===== src/rtl/irqs_pkg.sv =====
package irqs_pkg;

  localparam int unsigned DATA_W   = 32;
  localparam int unsigned SRST_BIT = 31;

  // Alias selected by address bits 3:2 of a register access.
  typedef enum logic [1:0] {
    OP_WRITE = 2'd0,
    OP_SET   = 2'd1,
    OP_CLEAR = 2'd2,
    OP_NONE  = 2'd3
  } alias_op_e;

  function automatic logic apply_op(alias_op_e op, logic cur, logic w);
    logic res;
    case (op)
      OP_WRITE: res = w;
      OP_SET:   res = cur | w;
      OP_CLEAR: res = cur & ~w;
      default:  res = cur;
    endcase
    return res;
  endfunction

endpackage


===== src/rtl/irqs_decode.sv =====
module irqs_decode
  import irqs_pkg::*;
#(
  parameter int unsigned           ADDR_W    = 8,
  parameter logic [ADDR_W-1:0]     CTRL_BASE = 'h00,
  parameter logic [ADDR_W-1:0]     IRQ_BASE  = 'h10
) (
  input  logic              bus_en,
  input  logic              bus_we,
  input  logic [ADDR_W-1:0] bus_addr,
  output alias_op_e         op,
  output logic              ctrl_hit,
  output logic              irq_hit,
  output logic              ctrl_wr,
  output logic              irq_wr
);

  localparam int unsigned BLK_LSB = 4;

  logic word_ok;

  always_comb begin
    op      = alias_op_e'(bus_addr[3:2]);
    word_ok = (bus_addr[1:0] == 2'b00) && (op != OP_NONE);
    ctrl_hit = bus_en && word_ok &&
               (bus_addr[ADDR_W-1:BLK_LSB] == CTRL_BASE[ADDR_W-1:BLK_LSB]);
    irq_hit  = bus_en && word_ok &&
               (bus_addr[ADDR_W-1:BLK_LSB] == IRQ_BASE[ADDR_W-1:BLK_LSB]);
    ctrl_wr  = ctrl_hit && bus_we;
    irq_wr   = irq_hit && bus_we;
  end

endmodule


===== src/rtl/irqs_src_cell.sv =====
module irqs_src_cell
  import irqs_pkg::*;
(
  input  logic      clk,
  input  logic      rst_n,
  input  logic      hold,
  input  logic      wr,
  input  alias_op_e op,
  input  logic      w_sts,
  input  logic      w_en,
  input  logic      evt,
  output logic      sts_q,
  output logic      en_q
);

  logic sts_d;
  logic en_d;
  logic upd;

  always_comb begin
    sts_d = sts_q;
    en_d  = en_q;
    if (hold) begin
      sts_d = 1'b0;
      en_d  = 1'b0;
    end else begin
      if (wr) begin
        sts_d = apply_op(op, sts_q, w_sts);
        en_d  = apply_op(op, en_q, w_en);
      end
      // hardware event has priority over any software change
      sts_d = sts_d | evt;
    end
    upd = hold | wr | evt;
  end

  always_ff @(posedge clk or negedge rst_n) begin
    if (!rst_n) begin
      sts_q <= 1'b0;
      en_q  <= 1'b0;
    end else if (upd) begin
      sts_q <= sts_d;
      en_q  <= en_d;
    end
  end

  AST_EVENT_WINS: assert property (@(posedge clk) disable iff (!rst_n)
    (evt && !hold) |=> sts_q);

  AST_FLAG_STICKY: assert property (@(posedge clk) disable iff (!rst_n)
    (sts_q && !hold && !(wr && op == OP_CLEAR && w_sts)
           && !(wr && op == OP_WRITE && !w_sts)) |=> sts_q);

  AST_SET_KEEPS_EN: assert property (@(posedge clk) disable iff (!rst_n)
    (wr && op == OP_SET && !hold && en_q) |=> en_q);

  AST_HOLD_ZERO: assert property (@(posedge clk) disable iff (!rst_n)
    hold |=> (!sts_q && !en_q));

endmodule


===== src/rtl/irq_status_regs.sv =====
module irq_status_regs
  import irqs_pkg::*;
#(
  parameter int unsigned       ADDR_W    = 8,
  parameter int unsigned       NUM_SRC   = 8,
  parameter logic [ADDR_W-1:0] CTRL_BASE = 8'h00,
  parameter logic [ADDR_W-1:0] IRQ_BASE  = 8'h10
) (
  input  logic               clk,
  input  logic               rst_n,
  input  logic               bus_en,
  input  logic               bus_we,
  input  logic [ADDR_W-1:0]  bus_addr,
  input  logic [31:0]        bus_wdata,
  output logic [31:0]        bus_rdata,
  input  logic [NUM_SRC-1:0] evt_i,
  output logic               irq_o,
  output logic               soft_rst_o
);

  localparam int unsigned EN_LSB = NUM_SRC;
  localparam int unsigned EN_MSB = EN_LSB + NUM_SRC - 1;

  // reset: asserted asynchronously, released on a clock edge
  logic rst_meta_q;
  logic rst_sync_n;

  always_ff @(posedge clk or negedge rst_n) begin
    if (!rst_n) begin
      rst_meta_q <= 1'b0;
      rst_sync_n <= 1'b0;
    end else begin
      rst_meta_q <= 1'b1;
      rst_sync_n <= rst_meta_q;
    end
  end

  alias_op_e op;
  logic      ctrl_hit;
  logic      irq_hit;
  logic      ctrl_wr;
  logic      irq_wr;

  irqs_decode #(
    .ADDR_W    (ADDR_W),
    .CTRL_BASE (CTRL_BASE),
    .IRQ_BASE  (IRQ_BASE)
  ) u_decode (
    .bus_en   (bus_en),
    .bus_we   (bus_we),
    .bus_addr (bus_addr),
    .op       (op),
    .ctrl_hit (ctrl_hit),
    .irq_hit  (irq_hit),
    .ctrl_wr  (ctrl_wr),
    .irq_wr   (irq_wr)
  );

  // soft-reset bit: next value also gates the source cells at the same edge
  logic srst_q;
  logic srst_d;

  always_comb begin
    srst_d = srst_q;
    if (ctrl_wr) begin
      srst_d = apply_op(op, srst_q, bus_wdata[SRST_BIT]);
    end
  end

  always_ff @(posedge clk or negedge rst_sync_n) begin
    if (!rst_sync_n) begin
      srst_q <= 1'b0;
    end else if (ctrl_wr) begin
      srst_q <= srst_d;
    end
  end

  logic [NUM_SRC-1:0] sts_q;
  logic [NUM_SRC-1:0] en_q;

  for (genvar gi = 0; gi < NUM_SRC; gi++) begin : g_src
    irqs_src_cell u_cell (
      .clk   (clk),
      .rst_n (rst_sync_n),
      .hold  (srst_d),
      .wr    (irq_wr),
      .op    (op),
      .w_sts (bus_wdata[gi]),
      .w_en  (bus_wdata[EN_LSB + gi]),
      .evt   (evt_i[gi]),
      .sts_q (sts_q[gi]),
      .en_q  (en_q[gi])
    );
  end

  always_comb begin
    bus_rdata = '0;
    if (!bus_we) begin
      if (ctrl_hit) begin
        bus_rdata[SRST_BIT] = srst_q;
      end else if (irq_hit) begin
        bus_rdata[NUM_SRC-1:0]   = sts_q;
        bus_rdata[EN_MSB:EN_LSB] = en_q;
      end
    end
  end

  assign irq_o      = |(sts_q & en_q);
  assign soft_rst_o = srst_q;

  logic unused_wdata;
  assign unused_wdata = ^bus_wdata[SRST_BIT-1:EN_MSB+1];

  AST_SRST_MUTES_IRQ: assert property (@(posedge clk) disable iff (!rst_sync_n)
    srst_q |-> !irq_o);

  AST_CLEAR_EXACT: assert property (@(posedge clk) disable iff (!rst_sync_n)
    (irq_wr && op == OP_CLEAR && !srst_d && evt_i == '0)
      |=> ((sts_q & $past(bus_wdata[NUM_SRC-1:0])) == '0));

  AST_SET_NO_DROP: assert property (@(posedge clk) disable iff (!rst_sync_n)
    (irq_wr && op == OP_SET && !srst_d)
      |=> ((sts_q & $past(sts_q)) == $past(sts_q)));

endmodule


===== config.mk =====
export PLATFORM = sky130hd
export DESIGN_NAME = irq_status_regs
export DESIGN_NICKNAME = d
export VERILOG_FILES = /design/src/rtl/irqs_pkg.sv /design/src/rtl/irqs_decode.sv /design/src/rtl/irqs_src_cell.sv /design/src/rtl/irq_status_regs.sv
export SDC_FILE = /design/constraint.sdc
export NUM_CORES = 1
export LEC_CHECK = 0
export ABC_AREA = 1
export ABC_CLOCK_PERIOD_IN_PS = 1700
export BUFFER_PORTS_ARGS = -buffer_cell sky130_fd_sc_hd__clkbuf_2
export CAP_MARGIN = 15
export CORE_MARGIN = 2
export CORE_UTILIZATION = 47
export CTS_CLUSTER_DIAMETER = 150
export DETAILED_ROUTE_END_ITERATION = 6
export HOLD_SLACK_MARGIN = 0.15
export PLACE_DENSITY_LB_ADDON = 0.12
export SLEW_MARGIN = 20
export SYNTH_ARGS = -nofsm -noshare
export SYNTH_HDL_FRONTEND = slang
export SYNTH_SLANG_ARGS = --single-unit

===== constraint.sdc =====
create_clock -name clk -period 1.7 [get_ports clk]
set_clock_uncertainty 0.15 [all_clocks]
set_input_delay 0.085 -clock clk [delete_from_list [all_inputs] [get_ports clk]]
set_output_delay 0.085 -clock clk [all_outputs]
set_load 0.01 [all_outputs]

## Word-level counts from Yosys, hierarchy flattened

Index checks and enable logic that the tools add are counted.

| cells by class | value |
|---|---|
| equal/unequal tests | 4 |
| reductions and logical operators | 20 |
| bitwise gates (word level) | 69 |
| muxes and demuxes | 63 |

Operators by type and width:

| cell | count |
|---|---|
| $pmux W1 S3 | 17 |
| $mux W16 | 3 |
| $mux W1 | 43 |
| $or A1 B1 Y1 | 34 |
| $reduce_and A3 Y1 | 8 |
| $and A1 B1 Y1 | 17 |
| $not A1 Y1 | 17 |
| $and A8 B8 Y8 | 1 |
| $reduce_or A8 Y1 | 1 |
| $logic_and A1 B1 Y1 | 6 |
| $eq A4 B1 Y1 const B | 1 |
| $logic_not A2 Y1 | 2 |
| $logic_not A4 Y1 | 1 |
| $reduce_bool A4 Y1 | 1 |
| $eq A2 B1 Y1 const B | 1 |
| $eq A2 B2 Y1 const B | 1 |
| $ne A2 B2 Y1 const B | 1 |
| $reduce_bool A2 Y1 | 1 |

| storage, ports and cells | value |
|---|---|
| output and inout bits | 34 |
| flip-flop bits (word level) | 19 |
| logic and storage cells | 175 |
| bits of input ports | 52 |

## Logic depth before layout (Yosys ltp)

| logic depth | value |
|---|---|
| depth in word-level cells | 9 |
| gate-level depth with buffers | 9 |
| depth with buffers taken out | 9 |

## Cells and area by module

Synthesis repeated with hierarchy kept, for this count alone.

| unflattened totals | value |
|---|---|
| cell total of the unflattened synthesis | 356 |
| area, all modules | 2416.1 um2 |

By module, submodules not included:

| module | sequential area each (um2) | cells an instance | times used | area each (um2) |
|---|---|---|---|---|
| irqs_src_cell | 50.0 | 34 | 8 | 226.5 |
| irq_status_regs | 75.1 | 68 | 1 | 515.5 |
| irqs_decode | 0.0 | 16 | 1 | 88.8 |

## Least setup slack after synthesis

Ideal clock, no wire load.

| timing path | value |
|---|---|
| path type | input -> register |
| start point | in bus_addr[2] |
| end point | reg g_src[0].u_cell.en_q |
| stages | 9 |
| data arrival time | 1.103 ns |
| slack | 0.332 ns |
| library setup time | 0.115 ns |
| required time | 1.435 ns |
| buffers on the path | 0 |
| cells stage by stage | inv_1 > ha_1 > inv_1 > nor2_1 > o21ai_0 > o21ai_0 > nand3_1 > nand2_1 > nor2_1 |

| between the ends | value |
|---|---|
| word-level cells in the longest chain between the ends | 9 |
| elaborated cells between the ends (all ways) | 20 |
| those cells by class | eq/ne (3); mux (5); bitwise (2); reduce/logical (10) |

RTL lines:

| item | line | RTL |
|---|---|---|
| start, declared | irq_status_regs.sv:13 | `input logic [ADDR_W-1:0] bus_addr,` |
| $ne A2 B2 Y1 | irqs_decode.sv:24 | `word_ok = (bus_addr[1:0] == 2'b00) && (op != OP_NONE);` |
| $logic_and A1 B1 Y1 | irqs_decode.sv:24 |  |
| $logic_and A1 B1 Y1 | irqs_decode.sv:25, irqs_decode.sv:27 |  |
| $logic_and A1 B1 Y1 | irqs_decode.sv:25 | `ctrl_hit = bus_en && word_ok &&` |
| $logic_and A1 B1 Y1 | irqs_decode.sv:29 | `ctrl_wr = ctrl_hit && bus_we;` |
| $mux W1 | irq_status_regs.sv:65 | `if (ctrl_wr) begin` |
| $or A1 B1 Y1 (2 in a row) | irqs_src_cell.sv:34 | `upd = hold \| wr \| evt;` |
| $reduce_and A3 Y1 (no line) | -- |  |
| end signal, assigned | irqs_src_cell.sv:43 | `en_q <= en_d;` |
| end, declared | irqs_src_cell.sv:13 | `output logic en_q` |

Parallel ways exist; a longest one is shown, timed or not. The select of a mux whose other input is x is not followed.
A chain may end at the register's enable or synchronous reset.

## Worst setup path in the final report

| timing path | value |
|---|---|
| start point | in bus_addr[2] |
| end point | out bus_rdata[14] |

| between the ends | value |
|---|---|
| word-level cells in the longest chain between the ends | 7 |
| elaborated cells between the ends (all ways) | 8 |
| those cells by class | eq/ne (1); mux (3); reduce/logical (4) |

RTL lines:

| item | line | RTL |
|---|---|---|
| $ne A2 B2 Y1 * | irqs_decode.sv:24 |  |
| $logic_and A1 B1 Y1 * | irqs_decode.sv:24 |  |
| $logic_and A1 B1 Y1 * | irqs_decode.sv:25, irqs_decode.sv:27 |  |
| $logic_and A1 B1 Y1 | irqs_decode.sv:27 | `irq_hit = bus_en && word_ok &&` |
| $mux W16 | irq_status_regs.sv:101 | `end else if (irq_hit) begin` |
| $mux W16 * | irq_status_regs.sv:99 | `if (ctrl_hit) begin` |
| $mux W16 * | irq_status_regs.sv:98 | `if (!bus_we) begin` |
| end, declared | irq_status_regs.sv:15 | `output logic [31:0] bus_rdata,` |

Every way passes the cells marked *; elsewhere a longest branch is shown, timed or not.

==> metrics.cfg <==
[run_status]
outcome=finished clean

[cts]
htreeDepth=1
cts_tree=built
cts.clk_slew.worst_paths_ns=0.07
clockBufferDepth=2
clockRootBuffer=clkbuf_8
post_cts_buffers=0
cts_buffers=3
clock_latency_ns=0.26
cts_sinks=19

[synthesis]
synth.top_cell.area_share=0.262
async_flop_share=1.00
synth_area_leaders=dfrtp_1 (26%), nand2_1 (8.3%), inv_1 (7.7%)
ys_seq_area_frac=0.262
yosysWarnings=0
ys_types=31
synth-edff-count=0
netlist_top_cells_count=nand2_1 (40), inv_1 (37), nor2_1 (32)
synth.most_common_cell=nand2_1
yosys.area.top_type=dfrtp_1
synthFlopType=dfrtp_1
synth_seq_cells=19
synth.avg_cell_area_um2=7.23
syn_area_um2=1810
synthCells=251

[floorplanning]
initial_core_util=0.492
fp.dieArea_um2=4370
die_h_um=66.1
num_rows=22
die_w_um=66.1
core_area_um2=3690
io_pins=86

[routing]
drtAntennaViolNets=0
vias=1811
drc=0
routedWlPerCell_um=11.5
drt_pre_antenna_iters=4
drt_wl_total_um=4460
vias_per_cell=4.66
drtIter0Drc=96

[worst_setup_path]
crit_fanout=10
slowest_stage=ha_1
slowest_delay_ns=0.23
endpoint=bus_rdata[14]
end_kind=output port
timing.rr.start=soft_rst_o
r2r_slack_ns=0.41
reg2reg_to=g_src[0].u_cell.sts_q
cp_cell_sequence=clkbuf_2, ha_1, nor2_2, nand2_4, nor2_8, nand2_4, buf_12, nor3_2, clkbuf_2
r2r_cells=7
setup.worst_path.class=input pin to output port
cp.required_ns=1.46
crit_start=bus_addr[2]
cp.arrival_ns=1.33
start_kind=input pin

[cells_and_area]
layout.nets=398
drive_gt1_frac=0.326
syn_to_final_growth_pct=34.1
diodes=0
post-route-util=0.659

[global_routing]
grt_max_degree=18
antenna_found_initial=0
grt_pass1_vias=1680
grtUsageTotal=0.222
grt_overflow=0
grt_first_pass_wirelength_um=7600

[timing]
fin_crit_sh=0.922
worst_slack_ns=0.132
period_minus_slack_ns=1.57
max_freq_ghz=0.638
setup_viol=0
fin_setup_tns_ns=0
hold_viol=0
rsz0062_at_grt=no
slew_viol_final=0

[power_and_ir_drop]
swShare=0.306
p_leak_nw=1.17
ir_drop_uv=335
p_clk_frac=0.291
switchingPower_mw=0.338
pwr-share-seq=0.425
p_int_mw=0.768
p_comb_frac=0.284
power_density_nw_per_um2=455

[run]
drv_cap=0

[placement]
gp_routability_congestion=0.794
portBuffers=55
dp_hpwl_um=3270
preCtsSetupSlack_ns=0.109

[hold_path]
min_path_type=flip-flop to flip-flop
worstHoldStart=rst_meta_q

[worst min path at each step]
| stage | end | cells past startpoint |
|---|---|---|
| after floorplan | rst_meta_q | 0 |
| after global placement | rst_sync_n | 1 |
| after detailed placement | rst_sync_n | 1 |
| after CTS | rst_sync_n | 0 |
| after global routing | rst_sync_n | 0 |
| final | rst_sync_n | 0 |
[power groups by stage]
stage	sequential (mW)	combinational, mW	clock [mW]
floorplan	0.483	0.189	0
global placement	0.479	0.259	0
detailed placement	0.479	0.264	0
CTS	0.470	0.315	0.326
global route	0.471	0.356	0.344
finish	0.470	0.315	0.322
[cell type report]
cell class | count | area, um2
inverter | 40 | 155
clock buffer | 4 | 45.0
timing repair buffer | 93 | 643
sequential | 19 | 475
multi-input combinational | 185 | 1050
fill | 376 | 1260
tap | 48 | 60.1
[metal layers]
layer	vias up	routed length, um	track usage
met5	-	0	0
met4	0	12	0.0383
met3	3	274	0.0375
met2	60	2200	0.383
met1	802	1980	0.294
li1	946	-	-
[worst max-delay path: cells and delay by family]
family / cells / cell delay [ns]
adder cells (fa/ha/maj): 1 / 0.23
buffers and inverters: 3 / 0.41
AND/OR/NAND/NOR: 5 / 0.60
[kinds of logic (layout without fill, tap and decap cells)]
logic type	count (synthesis)	count (layout)	synth area share
AND/OR/NAND/NOR	136	136	0.420
buffers and inverters	61	137	0.186
AO/OA/AOI/OAI	29	29	0.100
flip-flops	19	19	0.262
adder cells (fa/ha/maj)	4	4	0.0276
other	2	16	0.00414
[placed cells by master (no fill, tap or decap), types with 2 or more instances in the layout]
master,netlist,routed
or2_2,8,8
nand4_1,8,8
buf_4,16,9
nand2_1,40,40
a21oi_2,8,8
dlygate4sd3_1,0,28
dfrtp_1,19,19
o21ai_0,16,16
inv_1,37,37
conb_1,2,16
nand3_4,2,2
nand3_1,16,16
nor2_1,32,32
ha_1,4,4
nor2_2,5,5
nor3_1,5,5
o22ai_1,3,3
nor3_2,10,10
clkbuf_2,0,55
nand2_4,4,4
nor2_8,2,2
clkbuf_8,1,3
[registers in the layout (all words and copies together) (netlist names)]
name,cells
g_src.u_cell.sts_q,8
rst_meta_q,1
rst_sync_n,1
soft_rst_o,1
g_src.u_cell.en_q,8
[through the flow]
stage               total power, mW  hold slack [ns]  area [um2]  instances
floorplan                     0.672           -0.361        1870        265
global placement              0.738           -0.279        2110        357
detailed placement            0.743           -0.277        2110        357
CTS                            1.11            0.216        2430        389
global route                   1.17            0.222        2430        389
finish                         1.11            0.214        2430        389
[what timing repair did]
| action | 4_1_cts | 5_1_grt |
|---|---|---|
| hold buffers | 28 | 0 |
| resized for setup | 0 | 0 |
| hold endpoints to repair | 35 | 0 |
| endpoints found under the setup margin | 0 | 1 |
No activity file was read; power rests on OpenSTA's default activity.
